===== src/rtl/wpu_pkg.sv =====
package wpu_pkg;

  typedef enum logic [2:0] {
    S_IDLE = 3'd0,
    S_GOT1 = 3'd1,
    S_GOT2 = 3'd2,
    S_OPEN = 3'd3,
    S_LOAD = 3'd4,
    S_BUSY = 3'd5
  } wpu_state_e;

  // Command slot that the sequencer expects in a given state.
  function automatic int unsigned slot_of(wpu_state_e s);
    case (s)
      S_GOT1:  return 1;
      S_GOT2:  return 2;
      default: return 0;
    endcase
  endfunction

  // State that follows a matching command write.
  function automatic wpu_state_e seq_advance(wpu_state_e s);
    case (s)
      S_IDLE:  return S_GOT1;
      S_GOT1:  return S_GOT2;
      default: return S_OPEN;
    endcase
  endfunction

endpackage


===== src/rtl/wpu_step_match.sv =====
module wpu_step_match #(
  parameter int AW = 17,
  parameter int DW = 8,
  parameter int N_STEPS = 3,
  parameter logic [N_STEPS-1:0][AW-1:0] CMD_ADDR = '0,
  parameter logic [N_STEPS-1:0][DW-1:0] CMD_DATA = '0
) (
  input  logic [AW-1:0]      addr,
  input  logic [DW-1:0]      data,
  output logic [N_STEPS-1:0] hit
);

  for (genvar g = 0; g < N_STEPS; g++) begin : g_step
    assign hit[g] = (addr == CMD_ADDR[g]) && (data == CMD_DATA[g]);
  end

endmodule


===== src/rtl/wpu_win_timer.sv =====
module wpu_win_timer #(
  parameter int LOAD_WIN = 16
) (
  input  logic clk,
  input  logic rst_n,
  input  logic run,
  input  logic restart,
  output logic expire
);

  localparam int CW = (LOAD_WIN > 2) ? $clog2(LOAD_WIN) : 1;
  localparam logic [CW-1:0] LAST = CW'(LOAD_WIN - 1);

  logic [CW-1:0] cnt;

  assign expire = run && !restart && (cnt == LAST);

  always_ff @(posedge clk) begin
    if (!rst_n)              cnt <= '0;
    else if (!run || restart) cnt <= '0;
    else if (cnt != LAST)    cnt <= cnt + 1'b1;
  end

  AST_CNT_BOUND: assert property (@(posedge clk) disable iff (!rst_n)
    cnt <= LAST);
  AST_IDLE_CLEAR: assert property (@(posedge clk) disable iff (!rst_n)
    !run |=> (cnt == '0));
  AST_RESTART_CLEAR: assert property (@(posedge clk) disable iff (!rst_n)
    restart |=> !expire);

endmodule


===== src/rtl/wp_unlock_seq.sv =====
module wp_unlock_seq #(
  parameter int AW = 17,
  parameter int DW = 8,
  parameter int LOAD_WIN = 16,
  parameter logic [2:0][AW-1:0] CMD_ADDR = {17'h05555, 17'h02AAA, 17'h05555},
  parameter logic [2:0][DW-1:0] CMD_DATA = {8'hA0, 8'h55, 8'hAA}
) (
  input  logic          clk,
  input  logic          rst_n,
  input  logic          wr_evt,
  input  logic [AW-1:0] wr_addr,
  input  logic [DW-1:0] wr_data,
  input  logic          prog_done,
  output logic          wr_allow,
  output logic          cmd_nostore,
  output logic          dummy_start,
  output logic          load_close,
  output logic          poll_busy
);
  import wpu_pkg::*;

  localparam int N_STEPS = 3;

  wpu_state_e state, state_nx;
  logic [N_STEPS-1:0] step_hit;
  logic win_run, win_restart, win_expire;
  logic slot_ok;

  wpu_step_match #(
    .AW(AW), .DW(DW), .N_STEPS(N_STEPS),
    .CMD_ADDR(CMD_ADDR), .CMD_DATA(CMD_DATA)
  ) i_match (
    .addr(wr_addr),
    .data(wr_data),
    .hit (step_hit)
  );

  assign win_run     = (state == S_OPEN) || (state == S_LOAD);
  assign win_restart = win_run && wr_evt;

  wpu_win_timer #(.LOAD_WIN(LOAD_WIN)) i_timer (
    .clk    (clk),
    .rst_n  (rst_n),
    .run    (win_run),
    .restart(win_restart),
    .expire (win_expire)
  );

  assign slot_ok = step_hit[slot_of(state)];

  always_comb begin
    state_nx    = state;
    wr_allow    = 1'b0;
    cmd_nostore = 1'b0;
    dummy_start = 1'b0;
    load_close  = 1'b0;
    case (state)
      S_IDLE: if (wr_evt) begin
        if (slot_ok) begin
          cmd_nostore = 1'b1;
          state_nx    = seq_advance(state);
        end else begin
          dummy_start = 1'b1;
          state_nx    = S_BUSY;
        end
      end
      S_GOT1, S_GOT2: if (wr_evt) begin
        if (slot_ok) begin
          cmd_nostore = 1'b1;
          state_nx    = seq_advance(state);
        end else begin
          state_nx    = S_IDLE;
        end
      end
      S_OPEN: begin
        if (wr_evt) begin
          wr_allow = 1'b1;
          state_nx = S_LOAD;
        end else if (win_expire) begin
          state_nx = S_IDLE;
        end
      end
      S_LOAD: begin
        if (wr_evt) begin
          wr_allow = 1'b1;
        end else if (win_expire) begin
          load_close = 1'b1;
          state_nx   = S_BUSY;
        end
      end
      S_BUSY: if (prog_done) state_nx = S_IDLE;
      default: state_nx = S_IDLE;
    endcase
  end

  assign poll_busy = (state == S_BUSY);

  always_ff @(posedge clk) begin
    if (!rst_n) state <= S_IDLE;
    else        state <= state_nx;
  end

  AST_OUT_EXCL: assert property (@(posedge clk) disable iff (!rst_n)
    $onehot0({wr_allow, cmd_nostore, dummy_start, load_close}));
  AST_EVT_ONLY: assert property (@(posedge clk) disable iff (!rst_n)
    (wr_allow || cmd_nostore || dummy_start) |-> wr_evt);
  AST_DUMMY_BUSY: assert property (@(posedge clk) disable iff (!rst_n)
    dummy_start |=> poll_busy);
  AST_BUSY_SILENT: assert property (@(posedge clk) disable iff (!rst_n)
    poll_busy |-> !(wr_allow || cmd_nostore || dummy_start || load_close));
  AST_DONE_RELEASE: assert property (@(posedge clk) disable iff (!rst_n)
    (poll_busy && prog_done) |=> !poll_busy);
  AST_CLOSE_BUSY: assert property (@(posedge clk) disable iff (!rst_n)
    load_close |=> poll_busy);
  AST_ALLOW_OPEN: assert property (@(posedge clk) disable iff (!rst_n)
    wr_allow |=> !poll_busy);
  AST_BUSY_HOLD: assert property (@(posedge clk) disable iff (!rst_n)
    (poll_busy && !prog_done) |=> poll_busy);

endmodule


===== config.mk =====
export PLATFORM = sky130hd
export DESIGN_NAME = wp_unlock_seq
export DESIGN_NICKNAME = d
export VERILOG_FILES = /design/src/rtl/wpu_pkg.sv /design/src/rtl/wpu_step_match.sv /design/src/rtl/wpu_win_timer.sv /design/src/rtl/wp_unlock_seq.sv
export SDC_FILE = /design/constraint.sdc
export NUM_CORES = 1
export LEC_CHECK = 0
export ABC_AREA = 1
export BUFFER_PORTS_ARGS = -buffer_cell sky130_fd_sc_hd__clkbuf_2
export CORE_ASPECT_RATIO = 0.8
export CORE_UTILIZATION = 37
export CTS_CLUSTER_DIAMETER = 80
export CTS_CLUSTER_SIZE = 14
export DETAILED_ROUTE_END_ITERATION = 8
export PLACE_DENSITY = 0.71
export SYNTH_ARGS = -nofsm -noshare
export SYNTH_HDL_FRONTEND = slang
export SYNTH_SLANG_ARGS = --single-unit

===== constraint.sdc =====
create_clock -name clk -period 2.22 [get_ports clk]
set_input_delay 0.444 -clock clk [delete_from_list [all_inputs] [get_ports clk]]
set_output_delay 0.444 -clock clk [all_outputs]
set_load 0.03 [all_outputs]

After elaboration in Yosys (flattened, before gate mapping) --
Index checks and enable logic that the tools add are counted. W data, S select, Z words.
Cells by class: add/subtract/negate cells 1, order comparisons 1, equality and inequality tests 18, multiplexer cells 25, bitwise operators 1, reductions and logical operators 16
Operators by type and width (number):
- $lt A32 B3 Y1 const B | 1
- $mux W3 | 9
- $eq A17 B14 Y1 const B | 1
- $eq A17 B15 Y1 const B | 1
- $eq A8 B8 Y1 const B | 2
- $pmux W3 S5 | 1
- $mux W1 | 13
- $eq A8 B7 Y1 const B | 1
- $ne A2 B2 Y1 const B | 4
- $eq A3 B2 Y1 const B | 2
- $eq A3 B3 Y1 const B | 2
- $logic_and A1 B1 Y1 | 6
- $reduce_and A6 Y1 | 1
- $reduce_or A2 Y1 | 3
- $add A4 B1 Y4 const B | 1
- $eq A4 B4 Y1 const B | 1
- $ne A4 B4 Y1 const B | 1
- $pmux W2 S2 | 1
- $eq A3 B1 Y1 const B | 1
- $logic_not A3 Y1 | 1
- $ne A3 B2 Y1 const B | 1
- $reduce_or A3 Y1 | 1
- $bmux W1 S2 | 1
- $logic_not A1 Y1 | 2
- other kinds (3) | 4
Storage, ports and cells: bits in registers 7, input bits 29, output and inout port bits 5, word-level logic and storage cells 64

Depth between registers and ports, before layout --
word-level depth 9, depth in mapped cells 12, depth with buffers taken out 12

By module --
Synthesis repeated with hierarchy kept, for this count alone.
Second synthesis, totals: cells, all modules 137, area, all modules 735.7 µm²
Modules (own cells, without submodules):
- wp_unlock_seq | times used 1, cells an instance 55, area an instance 312.8 µm²
- wpu_step_match | times used 1, cells an instance 50, area an instance 211.5 µm²
- wpu_win_timer | times used 1, cells an instance 32, area an instance 211.5 µm²

Worst setup path after synthesis --
Ideal clock, no wire load.
kind input -> output, from input port wr_data[1], to output port cmd_nostore, arrival 1.686 ns, slack 0.090 ns, stages on the path 9, path through inv_1 nand2_1 nor2_1 nand2_1 nor2_1 nand2_1 nand2_1 nand3_2 a211oi_1
On the way: cells in the longest elaborated chain, start to end 7, elaborated cells between the ends (all ways) 11
Ends and longest elaborated chain:
- from (decl) | line wp_unlock_seq.sv:12 | input logic [DW-1:0] wr_data,
- $eq A8 B8 Y1 or $eq A8 B7 Y1 (tied branches) | line wpu_step_match.sv:14 | assign hit[g] = (addr == CMD_ADDR[g]) && (data == CMD_DATA[g]);
- $logic_and A1 B1 Y1 | line wpu_step_match.sv:14
- $bmux W1 S2 * | line wp_unlock_seq.sv:49 | assign slot_ok = step_hit[slot_of(state)];
- $mux W1 (implied by the code) * | line wp_unlock_seq.sv:49
- $mux W1 * | line wp_unlock_seq.sv:59, wp_unlock_seq.sv:68
- $mux W1 * | line wp_unlock_seq.sv:67 | S_GOT1, S_GOT2: if (wr_evt) begin
- $mux W1 *
- to (decl) | line wp_unlock_seq.sv:15 | output logic cmd_nostore,
Every way passes the cells marked *; elsewhere a longest branch is shown, timed or not. The select of a mux whose other input is x is not followed.

Worst setup path in the final report --
from register state[1], to output port cmd_nostore
On the way: cells in the longest elaborated chain, start to end 7, elaborated cells between the ends (all ways) 10
Ends and longest elaborated chain:
- from (decl) | line wp_unlock_seq.sv:24 | wpu_state_e state, state_nx;
- from (signal assigned) | line wp_unlock_seq.sv:100 | else state <= state_nx;
- $eq A3 B2 Y1 or $eq A3 B1 Y1 (tied branches) | line wpu_pkg.sv:14, wp_unlock_seq.sv:57
- $pmux W2 S2 | line wpu_pkg.sv:14 | case (s)
- $bmux W1 S2 | line wp_unlock_seq.sv:49
- $mux W1 (implied by the code) | line wp_unlock_seq.sv:49
- $mux W1 | line wp_unlock_seq.sv:59, wp_unlock_seq.sv:68
- $mux W1 | line wp_unlock_seq.sv:67
- $mux W1 *
Marked as above.

==> load_flow_metrics.sql <==
INSERT INTO impl_metrics (metric_group, metric, value, unit) VALUES
('setup_path', 'critical_path.cell_chain', 'inv_2 -> nand3_1 -> nor2_1 -> nand2_1 -> nand2_1 -> nand3_2 -> a211oi_1 -> buf_2', ''),
('global_route', 'overflow', '0', ''),
('setup_path', 'crit_path_start', 'state[1]', ''),
('logic_synthesis', 'synth-seq-area-share', '0.203', ''),
('clock_tree', 'postCtsSetupBuffers', '0', ''),
('cells_and_area', 'syn_to_layout_area_delta', '32.0', '%'),
('setup_path', 'startpoint_type', 'register', ''),
('floorplan', 'floorplan.io_pins', '34', ''),
('drt', 'met2WireLength', '700', 'µm'),
('drt', 'wl_met3', '104', 'µm'),
('floorplan', 'fp.dieH', '40.7', 'µm'),
('place', 'place.port_buffers', '33', ''),
('setup_path', 'rr_startpoint', 'i_timer.cnt[0]', ''),
('floorplan', 'rows', '13', ''),
('hold_path', 'timing.hold.worst.start', 'rst_n', ''),
('drt', 'first_pass_iters', '4', ''),
('drt', 'wire_length_reported_by_the_detailed_router', '1670', 'µm'),
('setup_path', 'cpMaxStageDelayCell', 'sky130_fd_sc_hd__dfxtp_1', ''),
('drt', 'route.vias.total', '875', ''),
('logic_synthesis', 'synth_top_family_by_area', 'simple AND/OR/NAND/NOR gates', ''),
('pwr', 'max-vdd-ir-drop', '0.247', 'mV'),
('sta', 'timing.hold.ws', '453', 'ps'),
('pwr', 'p_leak', '0.491', 'nW'),
('setup_path', 'critPathKind', 'register to primary output', ''),
('logic_synthesis', 'netlist.area_leader.share', '0.206', ''),
('floorplan', 'core', '1690', 'µm²'),
('cells_and_area', 'net_count_reported_at_finish', '198', ''),
('cells_and_area', 'antennaDiodeCount', '0', ''),
('logic_synthesis', 'mappedNetlistNets', '160', ''),
('drt', 'wire_per_inst', '8.83', 'µm'),
('sta', 'finalHoldViolCount', '0', ''),
('clock_tree', 'clkLatencyLatePin', '260', 'ps'),
('sta', 'slew_violations', '0', ''),
('sta', 'post-route-min-period', '2130', 'ps'),
('logic_synthesis', 'post_synth_and_or_nand_nor_area_fraction', '0.485', ''),
('sta', 'final_tns_setup', '0', 'ps'),
('pwr', 'p_per_area', '604', 'nW/µm²'),
('logic_synthesis', 'yosysWarningCount', '0', ''),
('sta', 'setup_repair_after_global_routing_missed_its_margin', 'no', ''),
('global_route', 'grt_max_degree', '8', ''),
('drt', 'drt-initial-drc-count', '21', ''),
('drt', 'met1_routed_length', '863', 'µm'),
('place', 'dp_hpwl', '1420', 'µm'),
('clock_tree', 'root_buffer', 'sky130_fd_sc_hd__clkbuf_4', ''),
('floorplan', 'initial_core_util', '0.409', ''),
('clock_tree', 'numCtsBuffers', '3', ''),
('global_route', 'number_of_global_route_vias_before_repair', '771', ''),
('setup_path', 'cp_max_fo', '7', ''),
('sta', 'worst_pin_slew', '265', 'ps'),
('logic_synthesis', 'synth_adder_area_share', '0.0181', ''),
('place', 'place_congestion', '0.854', ''),
('pwr', 'p_total', '552', 'µW'),
('cells_and_area', 'area_of_the_multi_input_gates', '458', 'µm²'),
('place', 'dp_cells', '185', ''),
('status', 'status', 'complete, no violations', ''),
('logic_synthesis', 'syn_avg_cell_area', '5.32', 'µm²'),
('logic_synthesis', 'post_synth_instance_area', '692', 'µm²'),
('flow_run', 'max_cap_violations', '0', ''),
('place', 'preCtsSetupSlack', '229', 'ps'),
('global_route', 'number_of_antenna_violations_at_the_first_check_in_global_routing', '0', ''),
('clock_tree', 'clock_tree.htree_level_count', '1', ''),
('logic_synthesis', 'synth_top_cells_by_area', 'sky130_fd_sc_hd__nand2_1 (21%), sky130_fd_sc_hd__dfxtp_1 (20%), sky130_fd_sc_hd__nor2_1 (15%)', ''),
('sta', 'maxSlewHeadroom', '0.822', ''),
('setup_path', 'endpoint_kind', 'primary output', ''),
('logic_synthesis', 'netlist.top_cell.by_area', 'sky130_fd_sc_hd__nand2_1', ''),
('cells_and_area', 'finish.cell_count_without_fillers', '189', ''),
('sta', 'clock.fmax', '0.469', 'GHz'),
('sta', 'finalWorstSetupSlack', '85.6', 'ps'),
('clock_tree', 'cts_hold_repair.buffers', '0', ''),
('sta', 'finalSetupViolCount', '0', ''),
('setup_path', 'worst_ep_required_time', '1780', 'ps');
-- power breakdown --
group / internal [mW] / switching [mW] / total (mW)
Combinational: 0.0935 / 0.176 / 0.270
Sequential: 0.144 / 0.0183 / 0.162
Clock: 0.0662 / 0.0543 / 0.120
-- area by class of cell --
cell class | instances | share of cell area
clock buffer | 3 | 0.0247
clock inverter | 1 | 0.00548
inverter | 25 | 0.103
multi-input combinational | 98 | 0.501
sequential | 7 | 0.155
tap | 22 | 0.0301
timing repair buffer | 33 | 0.181
-- cell usage after synthesis --
cell type and count:
sky130_fd_sc_hd__a211oi_1 1, sky130_fd_sc_hd__a21oi_2 1, sky130_fd_sc_hd__nor3_1 2, sky130_fd_sc_hd__o21ai_0 4
sky130_fd_sc_hd__o22ai_1 1, sky130_fd_sc_hd__nand4_1 1, sky130_fd_sc_hd__ha_1 1, sky130_fd_sc_hd__xnor2_1 1
sky130_fd_sc_hd__o31ai_1 1, sky130_fd_sc_hd__inv_1 22, sky130_fd_sc_hd__or2_2 1, sky130_fd_sc_hd__nand2_1 38
sky130_fd_sc_hd__nand3_2 2, sky130_fd_sc_hd__o311ai_2 1, sky130_fd_sc_hd__a21oi_1 7, sky130_fd_sc_hd__nand3_1 7
sky130_fd_sc_hd__nor2_1 27, sky130_fd_sc_hd__nand2_2 1, sky130_fd_sc_hd__nand3b_1 1, sky130_fd_sc_hd__inv_2 3
sky130_fd_sc_hd__dfxtp_1 7
-- through the flow --
step | utilization | area (µm²)
floorplan | - | 692
global placement | 0.523 | 885
detailed placement | 0.523 | 885
CTS | 0.539 | 912
global route | 0.540 | 913
finish | 0.540 | 913
-- cells by family (layout without fill, tap and decap cells) --
group                      count (synthesis)  count (layout)
buffers and inverters                     25              62
xor gates and xnor gates                   1               1
AOI/OAI and AO/OA                         16              16
adders and majority gates                  1               1
and+or+nand+nor                           80              80
DFF                                        7               7
-- worst register-to-register path, cell delays in order, from the launching register on --
cell                       delay [ps]
sky130_fd_sc_hd__dfxtp_1          370
sky130_fd_sc_hd__ha_1             230
sky130_fd_sc_hd__nand3_1          190
sky130_fd_sc_hd__nand3b_1         220
sky130_fd_sc_hd__nand2_1           80
sky130_fd_sc_hd__nand3_2          120
sky130_fd_sc_hd__inv_2             90
sky130_fd_sc_hd__nand2_1           50
sky130_fd_sc_hd__a21oi_1          120
-- placed cells by master (no fill, tap or decap) --
| cell | netlist | final |
|---|---|---|
| sky130_fd_sc_hd__nand2_1 | 38 | 38 |
| sky130_fd_sc_hd__clkbuf_2 | 0 | 32 |
| sky130_fd_sc_hd__nor2_1 | 27 | 27 |
| sky130_fd_sc_hd__inv_1 | 22 | 22 |
| sky130_fd_sc_hd__nand3_1 | 7 | 7 |
| sky130_fd_sc_hd__a21oi_1 | 7 | 7 |
| sky130_fd_sc_hd__dfxtp_1 | 7 | 6 |
| sky130_fd_sc_hd__o21ai_0 | 4 | 4 |
| sky130_fd_sc_hd__inv_2 | 3 | 3 |
| sky130_fd_sc_hd__clkbuf_4 | 0 | 3 |
| sky130_fd_sc_hd__nor3_1 | 2 | 2 |
| sky130_fd_sc_hd__nand3_2 | 2 | 2 |
| sky130_fd_sc_hd__nand3b_1 | 1 | 1 |
| sky130_fd_sc_hd__nand2_2 | 1 | 1 |
| sky130_fd_sc_hd__a21oi_2 | 1 | 1 |
| sky130_fd_sc_hd__a211oi_1 | 1 | 1 |
| sky130_fd_sc_hd__or2_2 | 1 | 1 |
| sky130_fd_sc_hd__o31ai_1 | 1 | 1 |
| sky130_fd_sc_hd__o311ai_2 | 1 | 1 |
| sky130_fd_sc_hd__nand4_1 | 1 | 1 |
| sky130_fd_sc_hd__xnor2_1 | 1 | 1 |
| sky130_fd_sc_hd__o22ai_1 | 1 | 1 |
| sky130_fd_sc_hd__ha_1 | 1 | 1 |
| sky130_fd_sc_hd__clkinv_2 | 0 | 1 |
| sky130_fd_sc_hd__buf_2 | 0 | 1 |
| sky130_fd_sc_hd__dfxtp_2 | 0 | 1 |
-- worst paths after layout --
kind / end / cells past startpoint / slack [ps]
worst max register to register: state[0] / 8 / 670
worst min register to register: i_timer.cnt[1] / 2 / 500
worst min-delay path: state[0] / 3 / 450
worst max-delay path: cmd_nostore / 8 / 90
-- per-layer routing --
layer  vias to the layer above  global-route usage
met1                       364               0.240
met4                         0             0.00694
met5                         -                   0
met3                         0              0.0481
met2                        33               0.340
li1                        478                   -
-- state kept, by name, indices dropped and copies added (netlist names) --
| name | cells |
|---|---|
| i_timer.cnt | 4 |
| state | 3 |
Power figures use the tool's default switching activity.
